<file path="config.mk">
export PLATFORM = sky130hd
export DESIGN_NAME = coreclk_ctl
export DESIGN_NICKNAME = d
export VERILOG_FILES = /design/src/rtl/coreclk_pkg.sv /design/src/rtl/coreclk_maskreg.sv /design/src/rtl/coreclk_fields.sv /design/src/rtl/coreclk_divider.sv /design/src/rtl/coreclk_ctl.sv
export SDC_FILE = /design/constraint.sdc
export NUM_CORES = 1
export LEC_CHECK = 0
export BUFFER_PORTS_ARGS = -buffer_cell sky130_fd_sc_hd__buf_2
export CORE_AREA = 2 2 57 64
export CTS_CLUSTER_DIAMETER = 40
export DETAILED_ROUTE_END_ITERATION = 6
export DIE_AREA = 0 0 59 66
export GPL_ROUTABILITY_DRIVEN = 0
export HOLD_SLACK_MARGIN = 0.12
export PLACE_DENSITY_LB_ADDON = 0.15
export SYNTH_ARGS = -nofsm -noshare
export SYNTH_HDL_FRONTEND = slang
export SYNTH_SLANG_ARGS = --single-unit
</file>
<file path="constraint.sdc">
create_clock -name clk -period 3.95 [get_ports clk]
set_clock_uncertainty 0.15 [all_clocks]
set_input_delay 0.1975 -clock clk [delete_from_list [all_inputs] [get_ports clk]]
set_output_delay 0.1975 -clock clk [all_outputs]
set_load 0.05 [all_outputs]
</file>
<file path="src/rtl/coreclk_pkg.sv">
package coreclk_pkg;
  localparam int HALF_W = 16;
  localparam int WORD_W = 2 * HALF_W;
  typedef logic [HALF_W-1:0] half_t;
  typedef logic [WORD_W-1:0] word_t;
endpackage

</file>
<file path="src/rtl/coreclk_maskreg.sv">
module coreclk_maskreg
  import coreclk_pkg::*;
#(
  parameter half_t RST_VAL = '0
) (
  input  logic  clk,
  input  logic  rst_n,
  input  logic  wr_en,
  input  word_t wr_word,
  output half_t q
);
  half_t en_bits;
  half_t dat_bits;
  assign en_bits  = wr_word[WORD_W-1:HALF_W];
  assign dat_bits = wr_word[HALF_W-1:0];

  for (genvar b = 0; b < HALF_W; b++) begin : g_bit
    always_ff @(posedge clk or negedge rst_n) begin
      if (!rst_n)
        q[b] <= RST_VAL[b];
      else if (wr_en && en_bits[b])
        q[b] <= dat_bits[b];
    end
  end
endmodule

</file>
<file path="src/rtl/coreclk_fields.sv">
module coreclk_fields
  import coreclk_pkg::*;
#(
  parameter int DIV_SHIFT = 0,
  parameter int DIV_W     = 5,
  parameter int SEL_SHIFT = 6,
  parameter int SEL_W     = 2
) (
  input  half_t             regq,
  output logic [DIV_W-1:0]  div_f,
  output logic [SEL_W-1:0]  sel_f
);
  assign div_f = regq[DIV_SHIFT +: DIV_W];
  assign sel_f = regq[SEL_SHIFT +: SEL_W];
endmodule

</file>
<file path="src/rtl/coreclk_divider.sv">
module coreclk_divider #(
  parameter int DIV_W = 5,
  parameter int SEL_W = 2,
  parameter logic [SEL_W-1:0] SEL_MAIN = 2'b01,
  parameter logic [SEL_W-1:0] SEL_ALT  = 2'b10
) (
  input  logic             clk,
  input  logic             rst_n,
  input  logic             main_tick,
  input  logic             alt_tick,
  input  logic [DIV_W-1:0] div_f,
  input  logic [SEL_W-1:0] sel_f,
  output logic [DIV_W-1:0] act_div,
  output logic [SEL_W-1:0] act_sel,
  output logic             pulse
);
  logic [DIV_W-1:0] cnt;
  logic             src_tick;
  logic             at_edge;

  assign src_tick = (act_sel == SEL_ALT) ? alt_tick : main_tick;
  assign at_edge  = src_tick && (cnt == act_div);

  always_ff @(posedge clk or negedge rst_n) begin
    if (!rst_n) begin
      cnt     <= '0;
      act_div <= '0;
      act_sel <= SEL_MAIN;
      pulse   <= 1'b0;
    end else begin
      pulse <= at_edge;
      if (at_edge) begin
        cnt     <= '0;
        act_div <= div_f;
        act_sel <= sel_f;
      end else if (src_tick) begin
        cnt <= cnt + 1'b1;
      end
    end
  end
endmodule

</file>
<file path="src/rtl/coreclk_ctl.sv">
module coreclk_ctl
  import coreclk_pkg::*;
#(
  parameter int DIV_SHIFT = 0,
  parameter int DIV_W     = 5,
  parameter int SEL_SHIFT = 6,
  parameter int SEL_W     = 2,
  parameter logic [SEL_W-1:0] SEL_MAIN = 2'b01,
  parameter logic [SEL_W-1:0] SEL_ALT  = 2'b10
) (
  input  logic             clk,
  input  logic             rst_n,
  input  logic             wr_en,
  input  logic [31:0]      wr_data,
  output logic [31:0]      rd_data,
  input  logic             main_tick,
  input  logic             alt_tick,
  output logic [SEL_W-1:0] core_sel,
  output logic [DIV_W-1:0] core_div,
  output logic [DIV_W:0]   div_ratio,
  output logic             clk_en
);
  localparam half_t RST_WORD = half_t'(SEL_MAIN) << SEL_SHIFT;

  half_t            regq;
  logic [DIV_W-1:0] div_f;
  logic [SEL_W-1:0] sel_f;

  coreclk_maskreg #(.RST_VAL(RST_WORD)) u_reg (
    .clk(clk), .rst_n(rst_n), .wr_en(wr_en), .wr_word(wr_data), .q(regq)
  );

  coreclk_fields #(
    .DIV_SHIFT(DIV_SHIFT), .DIV_W(DIV_W), .SEL_SHIFT(SEL_SHIFT), .SEL_W(SEL_W)
  ) u_fld (
    .regq(regq), .div_f(div_f), .sel_f(sel_f)
  );

  coreclk_divider #(
    .DIV_W(DIV_W), .SEL_W(SEL_W), .SEL_MAIN(SEL_MAIN), .SEL_ALT(SEL_ALT)
  ) u_div (
    .clk(clk), .rst_n(rst_n), .main_tick(main_tick), .alt_tick(alt_tick),
    .div_f(div_f), .sel_f(sel_f), .act_div(core_div), .act_sel(core_sel),
    .pulse(clk_en)
  );

  assign rd_data   = {{HALF_W{1'b0}}, regq};
  assign div_ratio = {1'b0, core_div} + 1'b1;
endmodule

</file>
==> qor.txt <==
status = finished clean
reg-to-reg startpoint = u_div.act_div[0]
Pre-antenna DRT Iters = 5
TritonCTS clock tree = done
WHS = 0.135 ns
Worst Tran Pin Value = 0.640 ns
Net Sw Frac = 39.3%
WP data required = 4.01 ns
Comb pwr share = 37.9%
fill cell count = 260
cell taking the most area after synthesis = dfrtp_1
period utilization = 49.2%
pin count of the biggest net entering global routing = 30
R2R setup slack = 2.01 ns
P_int = 0.529 mW
Chip Width = 59 µm
worst reg2reg endpoint = u_div.act_sel[1]
Hold Path End = u_div.cnt[1]
CP Capture Type = register
total clock sinks = 29
max-capacitance violation count = 0
Hold Startpoint = alt_tick
RSZ-0062 raised after global routing = no
GRT overflow = 0
Switch Pwr = 0.343 mW
DR DRC count = 0
worst-skew pair later-pin latency = 0.33 ns
fin. max-slew vios = 0
root buffer cell = clkbuf_4
met2 GRT Util = 34.3%
Post-Syn Area = 1480 µm²
WP buf/inv = 0
sequential area share after synthesis = 49.4%
YS warnings = 0
multi-input logic area = 668 µm²
final hold vios = 0
first-pass GRT wire length = 5.60 mm
Peak VDD IR = 0.248 mV
H-tree levels = 2
synth top area cells = dfrtp_1 46%, mux2_2 18%, buf_4 8.1%
fin area = 2160 µm²
kind of critical path = register to register
layout net count = 273
final wirelength = 3.31 mm
top cell type's share of synthesized area = 45.8%
commonest cells after routing, fill and taps aside = 66 x buf_2, 33 x dlygate4sd3_1, 27 x dfrtp_1, 25 x nand2_1, 23 x mux2_2
Synth Instances = 132
leakage dissipation = 1.10 nW
port buffer count = 66
final setup vio count = 0
Global Route met3 Usage = 6.26%
post-synth cell types = 21
DR WL/cell = 12.2 µm
setup tns final = 0 ns
CP max stage delay = 0.47 ns
1st-iter DRT viols = 51
Reg clk slew, reported paths = 0.09 ns
vias per std cell = 4.62
Detailed Place HPWL = 2.27 mm
ANT nets after route = 0
hold depth = 4
grt met1 use = 20.8%
register bit total from synthesis = 29
CTS Buf Count = 5
Critical-path top delay cell = dfrtp_1
CTS resizes = 0
area grow syn2layout = 46.1%
Min-Delay Path Class = input port to register
Seq pwr share = 42.8%
crit path cell chain = xnor2_1 -> nand3_1 -> nor3_4 -> mux2_2
clock group share of total power = 19.3%
min Tclk post-route = 1.94 ns
Vias = 1252
antenna violations before repair = 0
Slew headroom = 57.3%
synthesized area per cell = 11.2 µm²
# IOs = 83
ant diodes = 0
delay-heaviest family, CP = simple AND/OR/NAND/NOR gates
CP startpoint kind = register
commonest non-fill, non-tap cell in the layout = buf_2
Max clock buf depth = 2
Max Fclk = 515 MHz
register area = 728 µm²
die span in y = 66 µm
GR Util All Layers = 19.4%
global routing's busiest layer = met2
Die ar. = 3890 µm²
vias in the first global route = 1294
post-placement cell area = 1780 µm²
Rows = 22
pwr dens = 405 nW/µm²
Max FO, Critical Path = 9
worst reg2reg path depth = 4
core area = 3250 µm²
Total Power = 0.873 mW
Initial Util = 45.4%
critical path arrival = 2.00 ns
share of cells above drive strength 1 = 43.4%
==> tightest hold or removal path, stage by stage <==
cell and delay (ns):
buf_2 0.10, mux2i_4 0.11, nand2_1 0.09, o21ai_0 0.07
==> layer usage <==
metal  part of all wire, %  up-vias
met5                     0        -
met4                   1.8        0
met3                   6.2        6
met2                    53       51
met1                    39      587
li1                      -      608
==> what timing repair did <==
item	CTS	global route
setup buffers	0	0
hold endpoints to repair	43	0
hold buffers	33	0
==> sequential cells by signal (all words and copies together) (netlist names) <==
name	count
u_div.pulse	1
u_div.cnt	5
u_div.act_div	5
u_reg.q	16
u_div.act_sel	2
==> power by group through the flow <==
stage,clock network (mW),registers (mW),logic [mW]
after detailed placement,0,0.379,0.283
final,0.169,0.374,0.331
after CTS,0.173,0.373,0.329
after global placement,0,0.377,0.277
after global routing,0.191,0.380,0.353
after floorplan,0,0.467,0.134
==> synth_stat cells (all sizes together) <==
library cell and instances:
buf 16, xor2 1, conb 1, o21ai 5, nand2b 1, clkbuf 3, xnor2 7, nand3 6
nand2 25, o21a 2, dfstp 2, mux2i 2, mux2 23, or2 3, ha 2, dfrtp 27
inv 1, nor2 3, nor3 2
==> area by class of cell <==
class,instances,area share [%]
clock inverter,1,0.232
clock buffer,7,2.09
sequential,29,33.8
timing repair buffer,99,30.6
inverter,1,0.174
tap,36,2.09
multi-input combinational,98,31.0
==> stage by stage <==
step	utilization (%)	std cells	worst slack [ns]
after floorplan	-	147	1.69
after global placement	54.7	230	2.05
after detailed placement	54.7	230	2.02
after CTS	66.4	271	2.00
after global routing	66.4	271	1.88
final	66.4	271	2.01
==> worst max-delay path by stage <==
stage                                start               end  slack [ns]  cells past startpoint
after floorplan           u_div.act_div[0]      div_ratio[4]        1.69                      3
after global placement    u_div.act_sel[0]  u_div.act_div[4]        2.05                      4
after detailed placement  u_div.act_sel[0]  u_div.act_div[2]        2.02                      4
after CTS                 u_div.act_sel[0]  u_div.act_sel[1]        2.00                      4
after global routing      u_div.act_div[0]  u_div.act_sel[1]        1.88                      4
final                     u_div.act_div[0]  u_div.act_sel[1]        2.01                      4
==> cells by family (layout without fill, tap and decap cells) <==
kind of cell	count (synthesis)	count (layout)	synth area share, %
AO/OA/AOI/OAI	7	7	2.71
XOR/XNOR	8	8	4.75
adder cells (fa/ha/maj)	2	2	1.70
buffers and inverters	20	108	9.16
flip-flops	29	29	49.4
multiplexers	25	25	19.8
other	1	16	0.254
AND/OR/NAND/NOR	40	40	12.3
No activity file was read; power rests on OpenSTA's default activity.
